==> src/rtl/uart_rx_pkg.sv <==
package uart_rx_pkg;
  typedef enum logic [2:0] {
    RX_IDLE, RX_START, RX_DATA, RX_PAR, RX_STOP, RX_STOP2
  } rx_state_e;

  localparam int unsigned OVS   = 16;
  localparam int unsigned OVS_W = $clog2(OVS);
  localparam int unsigned MID   = OVS / 2 - 1;
  localparam int unsigned BYTE_W = 8;
  localparam int unsigned NFLAG = 2;
endpackage

==> src/rtl/uart_rx_baud.sv <==
module uart_rx_baud #(
  parameter int unsigned DIV_W = 8
) (
  input  logic             clk_i,
  input  logic             rst_ni,
  input  logic [DIV_W-1:0] div_i,
  output logic             tick_o
);
  logic [DIV_W-1:0] cnt_q, cnt_n;

  assign tick_o = (cnt_q == div_i);

  always_comb begin
    cnt_n = tick_o ? '0 : cnt_q + 1'b1;
  end

  always_ff @(posedge clk_i or negedge rst_ni) begin
    if (!rst_ni) cnt_q <= '0;
    else         cnt_q <= cnt_n;
  end


  tick_gap_chk: assert property (@(posedge clk_i) disable iff (!rst_ni)
    (tick_o && div_i != '0) |=> !tick_o);
endmodule

==> src/rtl/uart_rx_frame.sv <==
module uart_rx_frame
  import uart_rx_pkg::*;
(
  input  logic              clk_i,
  input  logic              rst_ni,
  input  logic              tick_i,
  input  logic              rx_i,
  input  logic              en_i,
  input  logic              block_i,
  input  logic              data8_i,
  input  logic              par_en_i,
  input  logic              par_odd_i,
  input  logic              stop2_i,
  output logic              done_o,
  output logic [BYTE_W-1:0] data_o,
  output logic              ferr_o,
  output logic              perr_o
);
  rx_state_e         state_q, state_n;
  logic [OVS_W-1:0]  cnt_q, cnt_n;
  logic [2:0]        idx_q, idx_n;
  logic [BYTE_W-1:0] sh_q, sh_n;
  logic              par_q, par_n;
  logic              prev_q;
  logic              at_mid, at_end;
  logic [2:0]        last_idx;

  assign at_mid   = tick_i && (cnt_q == OVS_W'(MID));
  assign at_end   = tick_i && (cnt_q == '1);
  assign last_idx = data8_i ? 3'd7 : 3'd6;

  always_comb begin
    state_n = state_q;
    cnt_n   = cnt_q;
    idx_n   = idx_q;
    sh_n    = sh_q;
    par_n   = par_q;
    done_o  = 1'b0;
    if (state_q != RX_IDLE && tick_i) cnt_n = cnt_q + 1'b1;
    case (state_q)
      RX_IDLE: begin
        cnt_n = '0;
        idx_n = '0;
        if (en_i && !block_i && prev_q && !rx_i) state_n = RX_START;
      end
      RX_START: begin
        if (at_mid) begin
          cnt_n   = '0;
          state_n = rx_i ? RX_IDLE : RX_DATA;
        end
      end
      RX_DATA: begin
        if (at_end) begin
          sh_n = {rx_i, sh_q[BYTE_W-1:1]};
          if (idx_q == last_idx) state_n = par_en_i ? RX_PAR : RX_STOP;
          else                   idx_n   = idx_q + 1'b1;
        end
      end
      RX_PAR: begin
        if (at_end) begin
          par_n   = rx_i;
          state_n = RX_STOP;
        end
      end
      RX_STOP: begin
        if (at_end) begin
          done_o  = en_i;
          state_n = stop2_i ? RX_STOP2 : RX_IDLE;
        end
      end
      RX_STOP2: begin
        if (at_end) state_n = RX_IDLE;
      end
      default: state_n = RX_IDLE;
    endcase
    if (!en_i) state_n = RX_IDLE;
  end

  assign data_o = data8_i ? sh_q : {1'b0, sh_q[BYTE_W-1:1]};
  assign ferr_o = done_o && !rx_i;
  assign perr_o = done_o && par_en_i && ((^data_o ^ par_q) != par_odd_i);

  always_ff @(posedge clk_i or negedge rst_ni) begin
    if (!rst_ni) begin
      state_q <= RX_IDLE;
      cnt_q   <= '0;
      idx_q   <= '0;
      sh_q    <= '0;
      par_q   <= 1'b0;
      prev_q  <= 1'b1;
    end else begin
      state_q <= state_n;
      cnt_q   <= cnt_n;
      idx_q   <= idx_n;
      sh_q    <= sh_n;
      par_q   <= par_n;
      prev_q  <= rx_i;
    end
  end


  idle_hold_chk: assert property (@(posedge clk_i) disable iff (!rst_ni)
    (state_q == RX_IDLE && (block_i || !en_i)) |=> state_q == RX_IDLE);
endmodule

==> src/rtl/uart_rx_status.sv <==
module uart_rx_status
  import uart_rx_pkg::*;
(
  input  logic              clk_i,
  input  logic              rst_ni,
  input  logic              done_i,
  input  logic [BYTE_W-1:0] data_i,
  input  logic [NFLAG-1:0]  evt_i,
  input  logic              rd_data_i,
  input  logic              rd_stat_i,
  input  logic              wr_stat_i,
  input  logic [NFLAG-1:0]  wr_val_i,
  output logic [BYTE_W-1:0] data_o,
  output logic              full_o,
  output logic [NFLAG-1:0]  flag_o
);
  logic [BYTE_W-1:0] data_q, data_n;
  logic              full_q, full_n;
  logic [NFLAG-1:0]  flag_q, flag_n, arm_q, arm_n;

  always_comb begin
    data_n = done_i ? data_i : data_q;
    full_n = full_q;
    if (done_i && !(|evt_i)) full_n = 1'b1;
    else if (rd_data_i)      full_n = 1'b0;
    for (int i = 0; i < int'(NFLAG); i++) begin
      flag_n[i] = flag_q[i];
      arm_n[i]  = arm_q[i];
      if (wr_stat_i) begin
        if (!wr_val_i[i] && arm_q[i]) flag_n[i] = 1'b0;
        arm_n[i] = 1'b0;
      end else if (rd_stat_i && flag_q[i]) begin
        arm_n[i] = 1'b1;
      end
      if (done_i && evt_i[i]) flag_n[i] = 1'b1;
    end
  end

  always_ff @(posedge clk_i or negedge rst_ni) begin
    if (!rst_ni) begin
      data_q <= '0;
      full_q <= 1'b0;
      flag_q <= '0;
      arm_q  <= '0;
    end else begin
      data_q <= data_n;
      full_q <= full_n;
      flag_q <= flag_n;
      arm_q  <= arm_n;
    end
  end

  assign data_o = data_q;
  assign full_o = full_q;
  assign flag_o = flag_q;


  ferr_clear_chk: assert property (@(posedge clk_i) disable iff (!rst_ni)
    $fell(flag_q[0]) |-> $past(wr_stat_i && !wr_val_i[0] && arm_q[0]));

  perr_clear_chk: assert property (@(posedge clk_i) disable iff (!rst_ni)
    $fell(flag_q[1]) |-> $past(wr_stat_i && !wr_val_i[1] && arm_q[1]));

  err_no_full_chk: assert property (@(posedge clk_i) disable iff (!rst_ni)
    (done_i && (|evt_i) && !full_q) |=> !full_q);

  rd_drop_chk: assert property (@(posedge clk_i) disable iff (!rst_ni)
    (rd_data_i && !done_i) |=> !full_q);
endmodule

==> src/rtl/uart_rx_sticky.sv <==
module uart_rx_sticky
  import uart_rx_pkg::*;
#(
  parameter int unsigned DIV_W = 8
) (
  input  logic              clk_i,
  input  logic              rst_ni,
  input  logic              rx_i,
  input  logic              rx_en_i,
  input  logic [DIV_W-1:0]  baud_div_i,
  input  logic              data8_i,
  input  logic              par_en_i,
  input  logic              par_odd_i,
  input  logic              stop2_i,
  input  logic              rd_data_i,
  input  logic              rd_stat_i,
  input  logic              wr_stat_i,
  input  logic [1:0]        wr_val_i,
  output logic [BYTE_W-1:0] rx_data_o,
  output logic              full_o,
  output logic              ferr_o,
  output logic              perr_o
);
  logic [1:0]        sync_q;
  logic              tick;
  logic              done;
  logic [BYTE_W-1:0] fr_data;
  logic              fr_ferr, fr_perr;
  logic [NFLAG-1:0]  flags;

  always_ff @(posedge clk_i or negedge rst_ni) begin
    if (!rst_ni) sync_q <= 2'b11;
    else         sync_q <= {sync_q[0], rx_i};
  end

  uart_rx_baud #(.DIV_W(DIV_W)) baud_i (
    .clk_i (clk_i), .rst_ni (rst_ni), .div_i (baud_div_i), .tick_o (tick)
  );

  uart_rx_frame frame_i (
    .clk_i     (clk_i),
    .rst_ni    (rst_ni),
    .tick_i    (tick),
    .rx_i      (sync_q[1]),
    .en_i      (rx_en_i),
    .block_i   (|flags),
    .data8_i   (data8_i),
    .par_en_i  (par_en_i),
    .par_odd_i (par_odd_i),
    .stop2_i   (stop2_i),
    .done_o    (done),
    .data_o    (fr_data),
    .ferr_o    (fr_ferr),
    .perr_o    (fr_perr)
  );

  uart_rx_status status_i (
    .clk_i     (clk_i),
    .rst_ni    (rst_ni),
    .done_i    (done),
    .data_i    (fr_data),
    .evt_i     ({fr_perr, fr_ferr}),
    .rd_data_i (rd_data_i),
    .rd_stat_i (rd_stat_i),
    .wr_stat_i (wr_stat_i),
    .wr_val_i  (wr_val_i),
    .data_o    (rx_data_o),
    .full_o    (full_o),
    .flag_o    (flags)
  );

  assign ferr_o = flags[0];
  assign perr_o = flags[1];


  perr_needs_par_chk: assert property (@(posedge clk_i) disable iff (!rst_ni)
    $rose(perr_o) |-> $past(par_en_i));
endmodule

==> config.mk <==
export PLATFORM = sky130hd
export DESIGN_NAME = uart_rx_sticky
export DESIGN_NICKNAME = d
export VERILOG_FILES = /design/src/rtl/uart_rx_pkg.sv /design/src/rtl/uart_rx_baud.sv /design/src/rtl/uart_rx_frame.sv /design/src/rtl/uart_rx_status.sv /design/src/rtl/uart_rx_sticky.sv
export SDC_FILE = /design/constraint.sdc
export NUM_CORES = 1
export LEC_CHECK = 0
export ABC_CLOCK_PERIOD_IN_PS = 2940
export BUFFER_PORTS_ARGS = -buffer_cell sky130_fd_sc_hd__buf_2
export CELL_PAD_IN_SITES_DETAIL_PLACEMENT = 0
export CELL_PAD_IN_SITES_GLOBAL_PLACEMENT = 2
export CORE_UTILIZATION = 30
export DETAILED_ROUTE_END_ITERATION = 6
export GPL_ROUTABILITY_DRIVEN = 0
export MAX_ROUTING_LAYER = met4
export PLACE_DENSITY_LB_ADDON = 0.1
export REMOVE_ABC_BUFFERS = 1
export SLEW_MARGIN = 20
export SYNTH_ARGS = -nofsm -noshare
export SYNTH_HDL_FRONTEND = slang
export SYNTH_SLANG_ARGS = --single-unit
==> constraint.sdc <==
create_clock -name clk_i -period 2.94 [get_ports clk_i]
set_input_delay 0.588 -clock clk_i [delete_from_list [all_inputs] [get_ports clk_i]]
set_output_delay 0.588 -clock clk_i [all_outputs]
set_load 0.01 [all_outputs]
# After elaboration in Yosys (flattened, before gate mapping)
# Index checks and enable logic that the tools add are counted.
classes:
  add_sub_neg: 3
  n_eq_ne: 19
  n_mux: 35
  bitwise: 1
  reduce_logical: 40
op_table:
  columns: ["operator", "count"]
  rows:
  - ["2-to-1 mux 3 bit", 12]
  - ["inequality test 3 x 2 -> 1 bit (second input constant)", 7]
  - ["case mux 3 bit (6 select lines)", 1]
  - ["logical AND 1 bit", 16]
  - ["2-to-1 mux 8 bit", 2]
  - ["nonzero test 2 bit", 8]
  - ["2-to-1 mux 1 bit", 15]
  - ["adder 8 x 1 -> 8 bit (second input constant)", 1]
  - ["equality test 8 bit", 1]
  - ["2-to-1 mux 4 bit", 2]
  - ["case mux 4 bit (2 select lines)", 1]
  - ["AND reduction 2 bit", 4]
  - ["XOR reduction 8 bit", 1]
  - ["AND reduction 7 bit", 1]
  - ["equality test 3 x 2 -> 1 bit (second input constant)", 2]
  - ["equality test 3 bit (second input constant)", 2]
  - ["case mux 3 bit (2 select lines)", 1]
  - ["logical NOT 1 bit", 5]
  - ["adder 4 x 1 -> 4 bit (second input constant)", 1]
  - ["equality test 4 x 3 -> 1 bit (second input constant)", 1]
  - ["equality test 4 bit (second input constant)", 1]
  - ["OR reduction 2 bit", 2]
  - ["adder 3 x 1 -> 3 bit (second input constant)", 1]
  - ["equality test 3 x 1 -> 1 bit (second input constant)", 1]
  - ["9 further kinds", 9]
totals:
  regBits: 43
  inputBits: 21
  output_inout_bits: 11

# Longest topological paths before layout
depth:
  ltp_word: 10
  ltp_mapped: 7
  ltp_nobuf: 6

# Cells and area by module
# Synthesis repeated with hierarchy kept, for this count alone.
unflattened:
  hier_cells: 195
  area_unflattened_um2: 2294.7
modules_own_cells:
  columns: ["module", "n_inst", "cells_each", "area_per_inst_um2", "seq_area_each_um2"]
  rows:
  - ["uart_rx_frame", 1, 115, 1217.4, 501.7]
  - ["uart_rx_status", 1, 33, 529.3, 325.3]
  - ["uart_rx_baud", 1, 44, 489.2, 200.2]
  - ["uart_rx_sticky", 1, 3, 58.8, 52.6]

# Least setup slack after synthesis
# Ideal clock, no wire load.
synth_path:
  path_kind: "input to register"
  start: "in baud_div_i[7]"
  end: "reg status_i.data_q[0], in the netlist status_i.data_o[0]"
  setup_ps: 125
  t_arrival_ps: 2109
  t_required_ps: 2815
  path_slack_ps: 706
  stages: 5
  n_path_buf: 0
  path_cell_list: "xor2_1 nor4_2 nand4_2 nor3_4 mux2_2"
synth_via:
  elab_chain_cells: 4
synth_rtl:
  columns: ["element", "line_no", "text"]
  rows:
  - ["from (decl)", "uart_rx_sticky.sv:10", "input logic [DIV_W-1:0] baud_div_i,"]
  - ["equality test 8 bit", "uart_rx_baud.sv:11", "assign tick_o = (cnt_q == div_i);"]
  - ["logical AND 1 bit", "uart_rx_frame.sv:29", "assign at_end = tick_i && (cnt_q == '1);"]
  - ["2-to-1 mux 1 bit", "uart_rx_frame.sv:66", "if (at_end) begin"]
  - ["2-to-1 mux 1 bit", "uart_rx_frame.sv:40", "case (state_q)"]
  - ["to (signal assigned)", "uart_rx_status.sv:46", "data_q <= data_n;"]
  - ["to (decl)", "uart_rx_status.sv:17", "logic [BYTE_W-1:0] data_q, data_n;"]
# Every way passes these cells.
# A chain may end at the register's enable or synchronous reset.

# Worst setup path after layout
layout_path:
  start: "reg baud_i.cnt_q[2]"
  end: "reg status_i.data_q[6], in the netlist status_i.data_o[6]"
layout_via:
  elab_chain_cells: 4
layout_rtl:
  columns: ["element", "line_no", "text"]
  rows:
  - ["from (decl)", "uart_rx_baud.sv:9", "logic [DIV_W-1:0] cnt_q, cnt_n;"]
  - ["from (signal assigned)", "uart_rx_baud.sv:19", "else cnt_q <= cnt_n;"]
  - ["equality test 8 bit", "uart_rx_baud.sv:11", null]
  - ["logical AND 1 bit", "uart_rx_frame.sv:29", null]
  - ["2-to-1 mux 1 bit", "uart_rx_frame.sv:66", null]
  - ["2-to-1 mux 1 bit", "uart_rx_frame.sv:40", null]
# Every way passes these cells.

==> flow_summary.ini <==
[status]
outcome = completed

[timing]
rsz0062_at_grt = no
max_freq_mhz = 427.1
tns_ns = 0
hold_viol_final = 0
fin_skew_ns = 0.006460
setup_viol = 0
hold_ws_ns = 0.2710
worst_pin_slew_ns = 0.5827
drv_slew = 0
slew_headroom_pct = 61.15
final.min_clock_period_ns = 2.341
period_share_pct = 79.63

[pwr]
p_clk_share_pct = 37.9
switchingPower_mw = 0.3955
ir_drop_mv = 0.2383
power_leakage_nw = 1.261
comb_power_share_pct = 13.9
p_int_mw = 1.073
finalPower_mw = 1.468
netSwitchingFraction_pct = 26.94
p_per_area_nw_per_um2 = 555.9
pwr-share-seq_pct = 48.2

[synth]
synth-main-ff-cell = dfrtp_1
synth_area_um2 = 2228
synth.largest_area_cell = dfrtp_1
synth_edf_count = 0
yosysWarnings = 0
synthArstFlopShare_pct = 100.0
syn_avg_cell_area_um2 = 10.98
synth_cell_types = 41
syn_inst = 203
ys_seq_area_share_pct = 48.46
synth_area_leaders = dfrtp_1 45%, mux2_2 11%, xor2_1 6.3%, dfstp_2 3.5%, nor2_1 3.0%
synth-seq-cells = 43
synth.top_cell.area_share_pct = 44.92

[worst_setup_path]
critPathMaxFanout = 8
critical_path_required_ns = 3.13
critical_path.endpoint = status_i.data_o[6]
startpoint_type = register
crit_type = reg2reg
r2r-end = status_i.data_o[6]
crit_chain = xor2_1 -> nor4_2 -> nand4_2 -> nor3_4 -> mux2_2
cp.arrival_ns = 2.53
rrSetupSlack_ns = 0.60
worstSetupEndpointType = register
r2r_start = baud_i.cnt_q[2]
r2r_cells = 5
cpPeakStageDelay_ns = 0.52
startpoint = baud_i.cnt_q[2]
crit_path_top_delay_cell = nor3_4

[routing]
postRouteAntennaNets = 0
vias = 1552
drt-initial-drc-count = 57
drcViolationCount = 0
routed_via_density = 4.592
wl_per_cell_um = 13.71
postRouteWirelength_mm = 4.634
first_pass_iters = 4

[cells_and_area]
regArea_um2 = 1080
drive_gt1_share_pct = 30.96
fin_util_pct = 36.61
fin_cells = 338
synthToLayoutAreaGrowth_pct = 18.53
n_fill_cell = 762
nets = 262
multi_input_area_um2 = 1099
diodes = 0

[clock_network]
cts_buffers = 5
cts_buffer_depth = 2
cts_setup_buffers = 0
clock_latency_ns = 0.30
clock-sinks = 43
cts_tree = yes
clk_pin_slew_worst_paths_ns = 0.09
hold_buffers = 0
cts-root-buf = clkbuf_8
post_cts_resized = 0
htreeDepth = 2

[min_path]
hp-class = in2async

[global_route]
grt_pass1_wl_mm = 8.073
grt_pass1_vias = 1592
grt_max_degree = 44
grtUsageTotal_pct = 14.11
grt_overflow = 0
antenna_found_initial = 0

[floorplanning]
die_width_um = 88.19
rows = 31
io-pin-count = 32
core_um2 = 7214
dieArea_um2 = 7777
start_util_pct = 30.89
die_y_um = 88.19

[flow_run]
maxCapViolCount = 0

[placement]
io_buffers = 31
placed_cells = 330
dp_hpwl_mm = 3.248
[placed cells by master (no fill, tap or decap), types with 4 or more instances in the layout]
cell type,Yosys,routed
a21oi_1,7,7
buf_2,1,30
buf_4,0,4
clkbuf_8,0,5
dfrtp_1,40,40
inv_1,7,7
mux2_2,22,22
mux2i_1,6,6
nand2_1,16,16
nand3_1,9,9
nor2_1,18,18
o21ai_0,8,8
xnor2_1,5,5
xor2_1,16,16
[area by class of cell]
class / instances / share of cell area (%)
clock buffer: 6 / 2.748
clock inverter: 2 / 2.274
sequential: 43 / 40.88
timing repair buffer: 34 / 6.821
inverter: 7 / 0.9948
tap: 99 / 4.690
multi-input combinational: 147 / 41.59
[how the worst min path moves through the flow]
stage | from | to | slack (ns)
CTS | sync_q[0] | sync_q[1] | 0.36
finish | rst_ni | frame_i.state_q[2] | 0.27
global placement | sync_q[0] | sync_q[1] | 0.35
global route | rst_ni | status_i.arm_q[1] | 0.33
detailed placement | sync_q[0] | sync_q[1] | 0.35
floorplan | rst_ni | baud_i.cnt_q[0] | 0.29
[synthesized netlist by cell type (all sizes together) (5+ instances only)]
cell	number
a21oi	7
clkbuf	5
dfrtp	40
inv	7
mux2	22
mux2i	6
nand2	16
nand3	9
nor2	18
o21ai	8
xnor2	5
xor2	16
[routing by layer]
metal	vias up	GRT usage, %	routed length (um)
met2	30	20.49	1997
met4	0	4.252	23
met5	-	-	0
met3	3	3.393	163
met1	740	19.35	2450
li1	779	-	-
[power groups by stage]
stage | registers (mW) | logic, mW | clock network [mW]
2_1_floorplan | 0.706 | 0.148 | 0
3_3_place_gp | 0.722 | 0.208 | 0
3_5_place_dp | 0.719 | 0.209 | 0
4_1_cts | 0.708 | 0.210 | 0.574
5_1_grt | 0.719 | 0.235 | 0.597
6_report | 0.707 | 0.204 | 0.557
[critical path, delay by kind of cell, from the launching register on]
kind	cells	cell delay [ns]
and+or+nand+nor	3	1.23
DFF	1	0.43
muxes	1	0.39
xor gates and xnor gates	1	0.18
[logic make-up after synthesis]
logic type / count (synthesis) / synth area share [%]
fa+ha+maj: 3 / 1.685
mux: 28 / 13.81
flops: 43 / 48.46
xor+xnor: 23 / 10.27
compound gates: 23 / 6.570
buf+inv: 13 / 2.246
simple gates: 70 / 16.96
[registers in the layout, summed over array words and instances, names as in the netlist]
register,cells
frame_i.cnt_q,4
status_i.full_o,1
frame_i.prev_q,1
status_i.data_o,8
baud_i.cnt_q,8
sync_q,2
frame_i.idx_q,3
frame_i.state_q,3
status_i.arm_q,2
status_i.flag_o,2
frame_i.par_q,1
frame_i.sh_q,8
[metrics by stage]
| step | instance area (um^2) | worst slack, ns |
|---|---|---|
| floorplan | 2205 | 0.7064 |
| global placement | 2506 | 0.3643 |
| detailed placement | 2506 | 0.3225 |
| CTS | 2639 | 0.5887 |
| global route | 2641 | 0.3754 |
| finish | 2641 | 0.5989 |
Note: power is estimated with default switching activity, not from simulation.
